==> config.mk <==
export PLATFORM = sky130hd
export DESIGN_NAME = pwm_ramp_mod
export DESIGN_NICKNAME = d
export VERILOG_FILES = /design/src/rtl/pwm_ramp_pkg.sv /design/src/rtl/pwm_ramp_counter.sv /design/src/rtl/pwm_edge_place.sv /design/src/rtl/pwm_pulse_form.sv /design/src/rtl/pwm_ramp_mod.sv
export SDC_FILE = /design/constraint.sdc
export NUM_CORES = 1
export LEC_CHECK = 0
export CORE_ASPECT_RATIO = 1.1
export CORE_MARGIN = 5
export CORE_UTILIZATION = 40
export DETAILED_ROUTE_END_ITERATION = 8
export DONT_BUFFER_PORTS = 1
export GPL_ROUTABILITY_DRIVEN = 0
export SLEW_MARGIN = 0
export SYNTH_ARGS = -nofsm -noshare
export SYNTH_HDL_FRONTEND = slang
export SYNTH_SLANG_ARGS = --single-unit
export TNS_END_PERCENT = 10
==> constraint.sdc <==
create_clock -name clk_i -period 2.7 [get_ports clk_i]
set_clock_uncertainty 0.05 [all_clocks]
set_input_delay 0.27 -clock clk_i [delete_from_list [all_inputs] [get_ports clk_i]]
set_output_delay 0.27 -clock clk_i [all_outputs]
set_load 0.05 [all_outputs]
==> src/rtl/pwm_ramp_pkg.sv <==
package pwm_ramp_pkg;

  typedef enum logic [1:0] {
    MOD_TRAIL    = 2'd0,
    MOD_LEAD     = 2'd1,
    MOD_DUAL     = 2'd2,
    MOD_DUAL_ALT = 2'd3
  } mod_sel_e;

  // Gate for half-span mode: only the selected half may carry a pulse.
  function automatic logic phase_match(input logic half, input logic odd, input logic sel);
    return !half || (odd == sel);
  endfunction

endpackage

==> src/rtl/pwm_ramp_counter.sv <==
module pwm_ramp_counter
  import pwm_ramp_pkg::*;
#(
  parameter int CNT_W = 9
) (
  input  logic             clk_i,
  input  logic             rst_ni,
  input  logic             en_i,
  input  logic             tick_i,
  input  logic [CNT_W-1:0] period_i,
  input  logic             half_i,
  input  mod_sel_e         mode_i,
  input  logic [CNT_W-1:0] rise_i,
  input  logic [CNT_W-1:0] fall_i,
  input  logic             sel_i,
  output logic [CNT_W-1:0] cnt_o,
  output logic             odd_o,
  output logic [CNT_W-1:0] span_o,
  output logic             wrap_o,
  output logic             half_o,
  output mod_sel_e         mode_o,
  output logic [CNT_W-1:0] rise_o,
  output logic [CNT_W-1:0] fall_o,
  output logic             sel_o
);

  localparam logic [CNT_W-1:0] ONE = {{(CNT_W-1){1'b0}}, 1'b1};

  function automatic logic [CNT_W-1:0] span_of(input logic [CNT_W-1:0] per, input logic half);
    return half ? (per >> 1) : per;
  endfunction

  logic [CNT_W-1:0] cnt_q, per_q, rise_q, fall_q;
  logic             odd_q, half_q, sel_q;
  mod_sel_e         mode_q;
  logic             wrap_w, load_w;

  assign span_o = span_of(per_q, half_q);
  assign wrap_w = en_i && tick_i && (cnt_q == span_o);
  assign load_w = !en_i || wrap_w;

  always_ff @(posedge clk_i or negedge rst_ni) begin
    if (!rst_ni) begin
      cnt_q  <= '0;
      odd_q  <= 1'b0;
      per_q  <= '0;
      half_q <= 1'b0;
      mode_q <= MOD_TRAIL;
      rise_q <= '0;
      fall_q <= '0;
      sel_q  <= 1'b0;
    end else begin
      if (!en_i) begin
        cnt_q <= '0;
        odd_q <= 1'b0;
      end else if (wrap_w) begin
        cnt_q <= '0;
        odd_q <= half_q ? ~odd_q : 1'b0;
      end else if (tick_i) begin
        cnt_q <= cnt_q + ONE;
      end
      if (load_w) begin
        per_q  <= period_i;
        half_q <= half_i;
        mode_q <= mode_i;
        rise_q <= rise_i;
        fall_q <= fall_i;
        sel_q  <= sel_i;
      end
    end
  end

  assign cnt_o  = cnt_q;
  assign odd_o  = odd_q;
  assign wrap_o = wrap_w;
  assign half_o = half_q;
  assign mode_o = mode_q;
  assign rise_o = rise_q;
  assign fall_o = fall_q;
  assign sel_o  = sel_q;

endmodule

==> src/rtl/pwm_edge_place.sv <==
module pwm_edge_place
  import pwm_ramp_pkg::*;
#(
  parameter int CNT_W = 9
) (
  input  mod_sel_e         mode_i,
  input  logic [CNT_W-1:0] rise_i,
  input  logic [CNT_W-1:0] fall_i,
  input  logic [CNT_W-1:0] span_i,
  output logic [CNT_W-1:0] t1_o,
  output logic [CNT_W-1:0] t2_o,
  output logic             valid_o
);

  always_comb begin
    unique case (mode_i)
      MOD_TRAIL: begin
        t1_o = '0;
        t2_o = fall_i;
      end
      MOD_LEAD: begin
        t1_o = rise_i;
        t2_o = span_i;
      end
      default: begin
        t1_o = rise_i;
        t2_o = fall_i;
      end
    endcase
  end

  assign valid_o = (t1_o < t2_o) && (t2_o <= span_i);

endmodule

==> src/rtl/pwm_pulse_form.sv <==
module pwm_pulse_form
  import pwm_ramp_pkg::*;
#(
  parameter int CNT_W = 9
) (
  input  logic             en_i,
  input  logic [CNT_W-1:0] cnt_i,
  input  logic [CNT_W-1:0] t1_i,
  input  logic [CNT_W-1:0] t2_i,
  input  logic             valid_i,
  input  logic             half_i,
  input  logic             odd_i,
  input  logic             sel_i,
  output logic             pwm_o
);

  logic in_window;

  assign in_window = (cnt_i >= t1_i) && (cnt_i < t2_i);
  assign pwm_o     = en_i && valid_i && in_window && phase_match(half_i, odd_i, sel_i);

endmodule

==> src/rtl/pwm_ramp_mod.sv <==
module pwm_ramp_mod
  import pwm_ramp_pkg::*;
#(
  parameter int NUM_RAMPS = 2,
  parameter int CNT_W     = 9
) (
  input  logic                            clk_i,
  input  logic                            rst_ni,
  input  logic                            tick_i,
  input  logic [NUM_RAMPS-1:0]            enable_i,
  input  logic [NUM_RAMPS-1:0][CNT_W-1:0] period_i,
  input  logic [NUM_RAMPS-1:0]            half_mode_i,
  input  logic [NUM_RAMPS-1:0][1:0]       mod_sel_i,
  input  logic [NUM_RAMPS-1:0][CNT_W-1:0] duty_rise_i,
  input  logic [NUM_RAMPS-1:0][CNT_W-1:0] duty_fall_i,
  input  logic [NUM_RAMPS-1:0]            half_sel_i,
  output logic [NUM_RAMPS-1:0]            pwm_o,
  output logic [NUM_RAMPS-1:0]            odd_half_o,
  output logic [NUM_RAMPS-1:0][CNT_W-1:0] ramp_cnt_o
);

  // Internal events brought out for the bound checker.
  logic [NUM_RAMPS-1:0]            wrap_w;
  logic [NUM_RAMPS-1:0][CNT_W-1:0] span_w;
  logic [NUM_RAMPS-1:0]            half_w;
  logic [NUM_RAMPS-1:0]            sel_w;

  for (genvar g = 0; g < NUM_RAMPS; g++) begin : g_ramp
    mod_sel_e         mode_q;
    logic [CNT_W-1:0] rise_q, fall_q, t1, t2;
    logic             valid;

    pwm_ramp_counter #(.CNT_W(CNT_W)) u_cnt (
      .clk_i    (clk_i),
      .rst_ni   (rst_ni),
      .en_i     (enable_i[g]),
      .tick_i   (tick_i),
      .period_i (period_i[g]),
      .half_i   (half_mode_i[g]),
      .mode_i   (mod_sel_e'(mod_sel_i[g])),
      .rise_i   (duty_rise_i[g]),
      .fall_i   (duty_fall_i[g]),
      .sel_i    (half_sel_i[g]),
      .cnt_o    (ramp_cnt_o[g]),
      .odd_o    (odd_half_o[g]),
      .span_o   (span_w[g]),
      .wrap_o   (wrap_w[g]),
      .half_o   (half_w[g]),
      .mode_o   (mode_q),
      .rise_o   (rise_q),
      .fall_o   (fall_q),
      .sel_o    (sel_w[g])
    );

    pwm_edge_place #(.CNT_W(CNT_W)) u_edge (
      .mode_i  (mode_q),
      .rise_i  (rise_q),
      .fall_i  (fall_q),
      .span_i  (span_w[g]),
      .t1_o    (t1),
      .t2_o    (t2),
      .valid_o (valid)
    );

    pwm_pulse_form #(.CNT_W(CNT_W)) u_pulse (
      .en_i    (enable_i[g]),
      .cnt_i   (ramp_cnt_o[g]),
      .t1_i    (t1),
      .t2_i    (t2),
      .valid_i (valid),
      .half_i  (half_w[g]),
      .odd_i   (odd_half_o[g]),
      .sel_i   (sel_w[g]),
      .pwm_o   (pwm_o[g])
    );
  end

endmodule

==> results.sh, run 1 <==
export IMPL_run_status="complete, but fails checks"
export IMPL_violations="negative setup slack"
export IMPL_wl_per_cell_um=19.0
export IMPL_core_um2=13900
export IMPL_worst_path_largest_cell_delay_ns=0.43
export IMPL_crit_slowest_cell="dfrtp_2"
export IMPL_final_hold_viol_count=0
export IMPL_synth_top_family_by_area="multiplexers"
export IMPL_fmax_mhz=318
export IMPL_syn_inst=557
export IMPL_drt_initial_drc_count=153
export IMPL_finalCriticalPeriod_ns=3.15
export IMPL_track_usage=0.186
export IMPL_antenna_cells=0
export IMPL_power_per_cell_area_nw_per_um2=540
export IMPL_vdd_drop_max_uv=394
export IMPL_synth_top_area_cell="dfrtp_1"
export IMPL_critPathCaptureType="primary output"
export IMPL_synthMuxAreaShare=0.159
export IMPL_synthArstFlopShare=1.00
export IMPL_routed_via_count=4563
export IMPL_yosys_area_share_simple=0.124
export IMPL_grt_pass1_vias=4803
export IMPL_grt_overflow=0
export IMPL_final_antenna_net_count=0
export IMPL_cts_buffers=9
export IMPL_critPathLaunchType="flip-flop"
export IMPL_clk_latency_ns=0.35
export IMPL_final_core_util=0.525
export IMPL_path_buf_inv=2
export IMPL_postSynthAreaPerCell_um2=10.3
export IMPL_cts_sinks=82
export IMPL_firstDrtPassIters=5
export IMPL_nets=776
export IMPL_io_pins=89
export IMPL_cts_root_buf="clkbuf_16"
export IMPL_synth_area_leaders="dfrtp_1 36%, ha_1 15%, mux2_2 12%"
export IMPL_grt_max_degree=83
export IMPL_cap_viol_max_count=0
export IMPL_routed_wirelength_mm=15.8
export IMPL_fp_dieH_um=135
export IMPL_die_area_um2=16800
export IMPL_synthFlopType="dfrtp_1"
export IMPL_setup_ws_ns=-0.445
export IMPL_ys_warn_count=0
export IMPL_port_buffers=0
export IMPL_syn_num_nets=694
export IMPL_clk_pin_slew_ns=0.07
export IMPL_synth_compound_area_share=0.105
export IMPL_clk_path_buf_depth=2
export IMPL_setup_violations=2
export IMPL_hp_class="input pin to flip-flop"
export IMPL_crit_type="flip-flop to primary output"
export IMPL_hold_slack_ns=0.0108
export IMPL_yosysUniqueCellTypes=53
export IMPL_antenna_found_initial=0
export IMPL_drc=0
export IMPL_drive_gt1_frac=0.337
export IMPL_finalCritPeriodShare=1.16
export IMPL_start_util=0.411
export IMPL_die_x_um=124
export IMPL_leakage_uw=0.00340
export IMPL_cp_arrival_ns=2.83
export IMPL_rsz0062_at_grt="true"
export IMPL_crit_required_ns=2.38
export IMPL_synth_most_common_cell="dfrtp_1"
export IMPL_tightest_slew_ns=0.625
export IMPL_total_power_uw=3940
export IMPL_cts_max_level=3
export IMPL_crit_chain="buf_6, mux2i_4, o21a_1, ha_4, a31o_2, a22oi_2, nand4_1, a211o_1, a211oi_2, buf_6"
export IMPL_synthXorXnorAreaFrac=0.0490
export IMPL_synthAdderAreaFrac=0.153
export IMPL_ys_ff_latch=82
export IMPL_max_slew_margin=0.584
export IMPL_setup_tns_final_ns=-0.797
export IMPL_synth_top_area_share=0.359
export IMPL_drv_slew=0
export IMPL_place_hpwl_mm=11.8
export IMPL_syn_area_um2=5720
export IMPL_yosys_top_cells_count="82 x dfrtp_1, 70 x ha_1, 61 x mux2_2"
export IMPL_cp_top_family="compound AO/OA/AOI/OAI gates"
export IMPL_grt_pass1_wl_mm=24.0
export IMPL_rows=45
export IMPL_crit_path_frequent_cell="buf_6"
export IMPL_cts_tree="done"
export IMPL_seq_area_frac_synth=0.359
export IMPL_crit_fanout=4
export IMPL_vias_per_cell=5.48
export IMPL_area_delta_synth_final_pct=27.7
export IMPL_synth_edf_count=0
export IMPL_fill_cells=1260
[final timing paths]
check	from	to	slack, ns	depth (start not counted)
worst max-delay path	g_ramp[0].u_cnt.half_o	pwm_o[0]	-0.45	10
worst min-delay path	enable_i[1]	g_ramp[1].u_cnt.odd_o	0.01	2
worst max register to register	g_ramp[1].u_cnt.half_o	g_ramp[1].u_cnt.fall_o[8]	0.05	9
worst min register to register	g_ramp[1].u_cnt.fall_o[1]	g_ramp[1].u_cnt.fall_o[1]	0.45	1
max in group asynchronous	rst_ni	g_ramp[0].u_cnt.half_o	1.79	2
min in group asynchronous	rst_ni	g_ramp[1].u_cnt.per_q[7]	0.42	2
[sequential cells by signal, summed over array words and instances (netlist names)]
| signal | count |
|---|---|
| g_ramp.u_cnt.cnt_o | 18 |
| g_ramp.u_cnt.fall_o | 18 |
| g_ramp.u_cnt.half_o | 2 |
| g_ramp.u_cnt.mode_o | 4 |
| g_ramp.u_cnt.odd_o | 2 |
| g_ramp.u_cnt.per_q | 18 |
| g_ramp.u_cnt.rise_o | 18 |
| g_ramp.u_cnt.sel_o | 2 |
[worst register-to-register path, cell delays in order, from the launching register on]
cell and delay [ns]:
dfrtp_2 0.41, buf_12 0.16, mux2i_4 0.25, buf_4 0.13, buf_4 0.10, o211ai_1 0.08, or4_4 0.56, o21ai_4 0.24
clkbuf_16 0.22, mux2_2 0.33
[where the power goes]
part | internal, uW | switching, uW | total (uW)
logic | 668 | 649 | 1320
clock network | 641 | 557 | 1200
registers | 1330 | 96.8 | 1430
[cells in the final DEF, fill, tap and decap left out, drive strengths merged, types with 12 or more instances in the layout]
cell   Yosys  layout
nand2     56      56
mux2      63      63
a21oi     14      14
xor2      19      19
dfrtp     82      82
nor2      25      25
o21a      18      18
inv       39      43
o21ai     12      12
nand4     19      19
buf       16      83
ha        70      70
mux2i     19      19
xnor2     13      13
[layer usage]
metal / GRT usage / vias to the layer above / wire [um]
met4: 0.0840 / 0 / 615
met1: 0.194 / 2236 / 6030
met2: 0.334 / 127 / 8220
met3: 0.0635 / 45 / 952
li1: - / 2155 / -
met5: 0 / - / 0
[metrics by stage]
step	instance area (um2)	cells	worst slack [ns]
after floorplan	5750	557	-0.0264
after global placement	6400	790	-0.122
after detailed placement	6400	790	-0.173
after CTS	6830	813	-0.439
after global routing	7310	832	-0.559
final	7310	832	-0.445
[final cells by class]
type	count	area (um2)	share of cell area
Clock buffer	9	225	0.0308
Clock inverter	7	60.1	0.00822
Inverter	40	150	0.0206
Multi-Input combinational cell	413	3730	0.511
Sequential cell	82	2050	0.281
Tap cell	188	235	0.0322
Timing Repair Buffer	93	846	0.116
[kinds of logic (layout without fill, tap and decap cells)]
logic type / after synthesis / count (layout)
XOR/XNOR: 32 / 32
AO/OA/AOI/OAI: 84 / 84
flip-flops: 82 / 82
multiplexers: 82 / 82
buffers and inverters: 62 / 149
adder cells (fa/ha/maj): 70 / 70
AND/OR/NAND/NOR: 145 / 145
[timing repair]
action                                  4_1_cts  5_1_grt
cloned                                        0        1
endpoints found under the setup margin        2       33
pin swaps                                     3       31
setup buffers                                 1       15
endpoints found under the hold margin        86        4
resized for setup                            14       56
hold buffers                                  6        4
No activity file was read; power rests on OpenSTA's default activity.
==> run 2: changes to the inputs <==
--- a/config.mk
+++ b/config.mk
@@ -6,11 +6,11 @@
 export NUM_CORES = 1
 export LEC_CHECK = 0
 export CORE_ASPECT_RATIO = 1.1
-export CORE_MARGIN = 5
 export CORE_UTILIZATION = 40
 export DETAILED_ROUTE_END_ITERATION = 8
 export DONT_BUFFER_PORTS = 1
 export GPL_ROUTABILITY_DRIVEN = 0
+export REMOVE_ABC_BUFFERS = 1
 export SLEW_MARGIN = 0
 export SYNTH_ARGS = -nofsm -noshare
 export SYNTH_HDL_FRONTEND = slang
==> results.sh, run 2 (synthesis gave the netlist of run 1 again) <==
export IMPL_run_status="complete, but fails checks"
export IMPL_violations="negative setup slack"
export IMPL_final_core_util=0.523
export IMPL_critPathCaptureType="primary output"
export IMPL_tightest_slew_ns=0.559
export IMPL_rows=45
export IMPL_finalCriticalPeriod_ns=3.13
export IMPL_path_buf_inv=2
export IMPL_track_usage=0.212
export IMPL_seq_power_share=0.350
export IMPL_fp_dieH_um=127
export IMPL_hp_class="input pin to flip-flop"
export IMPL_crit_chain="nand2b_4, buf_12, o21a_1, ha_1, and3_1, a311oi_1, nand4_1, a211o_1, a211oi_2, buf_6"
export IMPL_vdd_drop_max_uv=320
export IMPL_setup_ws_ns=-0.429
export IMPL_power_per_cell_area_nw_per_um2=559
export IMPL_cp_top_family="compound AO/OA/AOI/OAI gates"
export IMPL_place_inst=795
export IMPL_cts_sinks=82
export IMPL_start_util=0.411
export IMPL_globalRouteMet3Util=0.0574
export IMPL_nets=771
export IMPL_hold_slack_ns=0.00823
export IMPL_clk_pin_slew_ns=0.06
export IMPL_cap_viol_max_count=0
export IMPL_drt_initial_drc_count=179
export IMPL_cts_root_buf="clkbuf_16"
export IMPL_routed_wirelength_mm=15.3
export IMPL_crit_slowest_cell="dfrtp_1"
export IMPL_wl_per_cell_um=18.5
export IMPL_firstDrtPassIters=4
export IMPL_grt_pass1_vias=4924
export IMPL_busiest_layer="met2"
export IMPL_cts_buffers=9
export IMPL_crit_type="flip-flop to primary output"
export IMPL_most_common_layout_cells="80 x dfrtp_1, 68 x buf_4, 63 x ha_1"
export IMPL_io_pins=89
export IMPL_fmax_mhz=320
export IMPL_area_delta_synth_final_pct=27.2
export IMPL_final_antenna_net_count=0
export IMPL_setup_tns_final_ns=-3.23
export IMPL_clk_latency_ns=0.34
export IMPL_antenna_cells=0
export IMPL_globalRouteMet1Util=0.212
export IMPL_finalCritPeriodShare=1.16
export IMPL_layout_commonest_cell="dfrtp_1"
export IMPL_cts_tree="done"
export IMPL_worst_path_largest_cell_delay_ns=0.38
export IMPL_crit_required_ns=2.38
export IMPL_p_switching_uw=1240
export IMPL_power_internal_uw=2830
export IMPL_core_um2=13900
export IMPL_p_sw_frac=0.305
export IMPL_combPwrFrac=0.316
export IMPL_grt_overflow=0
export IMPL_grt_pass1_wl_mm=23.8
export IMPL_max_slew_margin=0.627
export IMPL_grt_max_degree=83
export IMPL_critPathLaunchType="flip-flop"
export IMPL_place_hpwl_mm=11.4
export IMPL_final_hold_viol_count=0
export IMPL_fin_cells=827
export IMPL_die_x_um=116
export IMPL_met2_usage=0.398
export IMPL_rsz0062_at_grt="true"
export IMPL_vias_per_cell=5.42
export IMPL_total_power_uw=4070
export IMPL_leakage_uw=0.00347
export IMPL_clk_path_buf_depth=2
export IMPL_setup_violations=33
export IMPL_drv_slew=0
export IMPL_crit_fanout=15
export IMPL_power_frac_clock=0.334
export IMPL_cts_max_level=3
export IMPL_antenna_found_initial=0
export IMPL_routed_via_count=4483
export IMPL_port_buffers=0
export IMPL_cp_arrival_ns=2.81
export IMPL_drc=0
export IMPL_die_area_um2=14800
export IMPL_drive_gt1_frac=0.319
## run 2: changes by cell type in the layout (fill, tap and decap cells not counted), sizes merged
cell,previous run,this run
buf,83,84
bufinv,0,2
clkbuf,10,11
clkinvlp,0,1
dlygate4sd3,9,3
inv,43,39
## run 2: what timing repair did
action / in CTS / in global routing
endpoints found under the setup margin: 2 / 42
pin swaps: 20 / 10
hold buffers: 3 / 1
cloned: 0 / 1
hold endpoints to repair: 83 / 1
setup buffers: 9 / 2
gates resized for setup: 23 / 40
## run 2: final timing paths
| kind | from | to | slack (ns) | depth (start not counted) |
|---|---|---|---|---|
| max | g_ramp[0].u_cnt.mode_o[1] | pwm_o[0] | -0.43 | 10 |
| min | enable_i[1] | g_ramp[1].u_cnt.odd_o | 0.008 | 2 |
| max reg2reg | g_ramp[1].u_cnt.half_o | g_ramp[1].u_cnt.fall_o[0] | -0.10 | 10 |
| min reg2reg | g_ramp[1].u_cnt.fall_o[1] | g_ramp[1].u_cnt.fall_o[1] | 0.44 | 1 |
| max in group asynchronous | rst_ni | g_ramp[0].u_cnt.half_o | 1.79 | 2 |
| min in group asynchronous | rst_ni | g_ramp[1].u_cnt.fall_o[5] | 0.46 | 2 |
## run 2: cell type report
| class | count | area [um2] |
|---|---|---|
| Fill cell | 1241 | 6630 |
| Multi-Input combinational cell | 413 | 3660 |
| Sequential cell | 82 | 2050 |
| Timing Repair Buffer | 88 | 845 |
| Clock buffer | 10 | 239 |
| Tap cell | 188 | 235 |
| Inverter | 40 | 150 |
| Clock inverter | 6 | 90.1 |
## run 2: power by group through the flow
stage / registers, uW / clock network (uW) / logic (uW)
after global placement: 1430 / 0 / 1050
after detailed placement: 1440 / 0 / 1100
after CTS: 1420 / 1390 / 1210
after global routing: 1440 / 1450 / 1410
final: 1430 / 1360 / 1290
after floorplan: 1440 / 0 / 667
## run 2: layer usage
| metal | up-vias | part of all wire |
|---|---|---|
| li1 | 2148 | - |
| met1 | 2174 | 0.37 |
| met4 | 0 | 0.034 |
| met2 | 119 | 0.54 |
| met5 | - | 0 |
| met3 | 42 | 0.053 |
## run 2: per-stage QoR
step | instance area, um2 | worst slack, ns
after floorplan | 5580 | -0.903
after global placement | 6480 | -0.137
after detailed placement | 6480 | -0.225
after CTS | 7030 | -0.415
after global routing | 7270 | -0.598
final | 7270 | -0.429
==> run 3: changes to the inputs <==
--- a/config.mk
+++ b/config.mk
@@ -10,7 +10,9 @@
 export DETAILED_ROUTE_END_ITERATION = 8
 export DONT_BUFFER_PORTS = 1
 export GPL_ROUTABILITY_DRIVEN = 0
+export GPL_TIMING_DRIVEN = 0
 export REMOVE_ABC_BUFFERS = 1
+export SETUP_SLACK_MARGIN = 0.02
 export SLEW_MARGIN = 0
 export SYNTH_ARGS = -nofsm -noshare
 export SYNTH_HDL_FRONTEND = slang
==> results.sh, run 3 (synthesis gave the netlist of run 1 again) <==
export IMPL_leakage_uw=0.00317
export IMPL_drt_initial_drc_count=215
export IMPL_rows=45
export IMPL_critPathCaptureType="primary output"
export IMPL_area_delta_synth_final_pct=21.8
export IMPL_track_usage=0.203
export IMPL_finalCritPeriodShare=1.22
export IMPL_hp_class="input pin to flip-flop"
export IMPL_setup_ws_ns=-0.601
export IMPL_final_antenna_net_count=0
export IMPL_core_um2=13900
export IMPL_fmax_mhz=303
export IMPL_port_buffers=0
export IMPL_clk_latency_ns=0.34
export IMPL_firstDrtPassIters=4
export IMPL_grt_max_degree=83
export IMPL_holdPathStages=1
export IMPL_grt_pass1_vias=4570
export IMPL_finalCriticalPeriod_ns=3.30
export IMPL_cts_tree="done"
export IMPL_run_status="complete, but fails checks"
export IMPL_setup_tns_final_ns=-4.56
export IMPL_rr_startpoint="g_ramp[1].u_cnt.half_o"
export IMPL_cts_root_buf="clkbuf_16"
export IMPL_placed_area_um2=5860
export IMPL_vias_per_cell=5.55
export IMPL_critPathLaunchType="flip-flop"
export IMPL_antenna_found_initial=0
export IMPL_grt_pass1_wl_mm=22.8
export IMPL_cp_top_family="compound AO/OA/AOI/OAI gates"
export IMPL_reg2reg_slack_ns=-0.18
export IMPL_cts_sinks=82
export IMPL_routed_via_count=4296
export IMPL_multiInputGateArea_um2=3850
export IMPL_clk_pin_slew_ns=0.06
export IMPL_antenna_cells=0
export IMPL_start_util=0.411
export IMPL_nets=718
export IMPL_grt_overflow=0
export IMPL_rsz0062_at_grt="true"
export IMPL_crit_type="flip-flop to primary output"
export IMPL_vdd_drop_max_uv=382
export IMPL_tightest_slew_ns=0.839
export IMPL_drv_slew=0
export IMPL_worst_path_largest_cell_delay_ns=0.57
export IMPL_cap_viol_max_count=0
export IMPL_fin_cells=774
export IMPL_drive_gt1_frac=0.294
export IMPL_place_hpwl_mm=9.85
export IMPL_setup_violations=33
export IMPL_final_hold_viol_count=0
export IMPL_holdCritStartpoint="period_i[13]"
export IMPL_crit_required_ns=2.38
export IMPL_layout_commonest_cell="dfrtp_1"
export IMPL_crit_chain="buf_12, mux2i_4, o21a_4, buf_6, ha_4, nand2_2, o2111ai_2, a311oi_2, nand4_1, a211o_1, a211oi_4"
export IMPL_die_area_um2=14800
export IMPL_hold_end="g_ramp[1].u_cnt.per_q[4]"
export IMPL_fp_dieH_um=127
export IMPL_reg2regPathDepth=8
export IMPL_max_slew_margin=0.441
export IMPL_fill_cells=1269
export IMPL_routed_wirelength_mm=14.6
export IMPL_violations="negative setup slack"
export IMPL_reg2reg_to="g_ramp[1].u_cnt.fall_o[1]"
export IMPL_die_x_um=116
export IMPL_cp_arrival_ns=2.98
export IMPL_io_pins=89
export IMPL_cts_max_level=3
export IMPL_power_per_cell_area_nw_per_um2=553
export IMPL_wl_per_cell_um=18.8
export IMPL_cts_buffers=9
export IMPL_final_area_um2=6970
export IMPL_place_inst=724
export IMPL_regArea_um2=2070
export IMPL_clk_path_buf_depth=2
export IMPL_most_common_layout_cells="72 x dfrtp_1, 63 x ha_1, 55 x nand2_1"
export IMPL_crit_slowest_cell="a211oi_4"
export IMPL_drc=0
export IMPL_path_buf_inv=2
export IMPL_crit_fanout=4
run 3: changes by cell type in the layout (fill, tap and decap cells not counted), moves of 3 or more:
cell     delta
mux2i_4     +5
dfrtp_2     +7
buf_12      -5
mux2i_1     -4
buf_4      -52
dfrtp_1     -8
mux2_2      -3
mux2_4      +3
run 3: power breakdown:
part           switching (uW)  internal (uW)
Combinational             573            592
Clock                     504            714
Sequential                135           1330
Total                    1210           2640
run 3: metal layers:
layer / part of all wire / wire [um] / vias up / track usage
met4: 0.023 / 340 / 0 / 0.0784
met1: 0.37 / 5390 / 2099 / 0.202
met3: 0.072 / 1050 / 28 / 0.0750
met5: 0 / 0 / - / 0
met2: 0.53 / 7780 / 129 / 0.377
li1: - / - / 2040 / -
run 3: worst max path at each step:
stage | from | to | slack, ns | cells after the start
after detailed placement | g_ramp[1].u_cnt.half_o | g_ramp[1].u_cnt.mode_o[1] | -1.0 | 6
after CTS | g_ramp[0].u_cnt.half_o | pwm_o[0] | -0.61 | 11
final | g_ramp[0].u_cnt.half_o | pwm_o[0] | -0.60 | 11
after global placement | g_ramp[0].u_cnt.half_o | pwm_o[0] | -1.31 | 8
after floorplan | g_ramp[0].u_cnt.half_o | pwm_o[0] | -0.90 | 8
after global routing | g_ramp[0].u_cnt.half_o | pwm_o[0] | -0.75 | 11
run 3: layout make-up:
type                       count  area share
clock buffer                  11      0.0334
timing repair buffer          32      0.0548
tap                          188      0.0338
sequential                    82       0.297
multi-input combinational    416       0.552
inverter                      40      0.0215
clock inverter                 5     0.00790
run 3: metrics by stage:
| step | util | hold slack (ns) | total power, uW | setup WS [ns] |
|---|---|---|---|---|
| 5_1_grt | 0.501 | 0.00242 | 4080 | -0.753 |
| 3_3_place_gp | 0.418 | -0.0736 | 2270 | -1.31 |
| 2_1_floorplan | - | -0.0756 | 2110 | -0.903 |
| 4_1_cts | 0.473 | 0.00266 | 3730 | -0.608 |
| 6_report | 0.501 | 0.0187 | 3850 | -0.601 |
| 3_5_place_dp | 0.421 | -0.0740 | 2320 | -0.995 |
run 3: repair_timing:
| action | 4_1_cts | 5_1_grt |
|---|---|---|
| setup buffers | 19 | 7 |
| pin swaps | 26 | 28 |
| resized for setup | 43 | 64 |
| gates cloned | 2 | 2 |
| setup endpoints to repair | 74 | 74 |
| endpoints found under the hold margin | 83 | 1 |
| hold buffers | 3 | 1 |
run 3: worst reg2reg max path: cells and delay by family, from the launching register on:
kind | cells | cell delay (ns)
xor+xnor | 1 | 0.24
flops | 1 | 0.55
buf+inv | 2 | 0.28
compound gates | 2 | 0.59
simple gates | 1 | 0.52
mux | 2 | 0.55
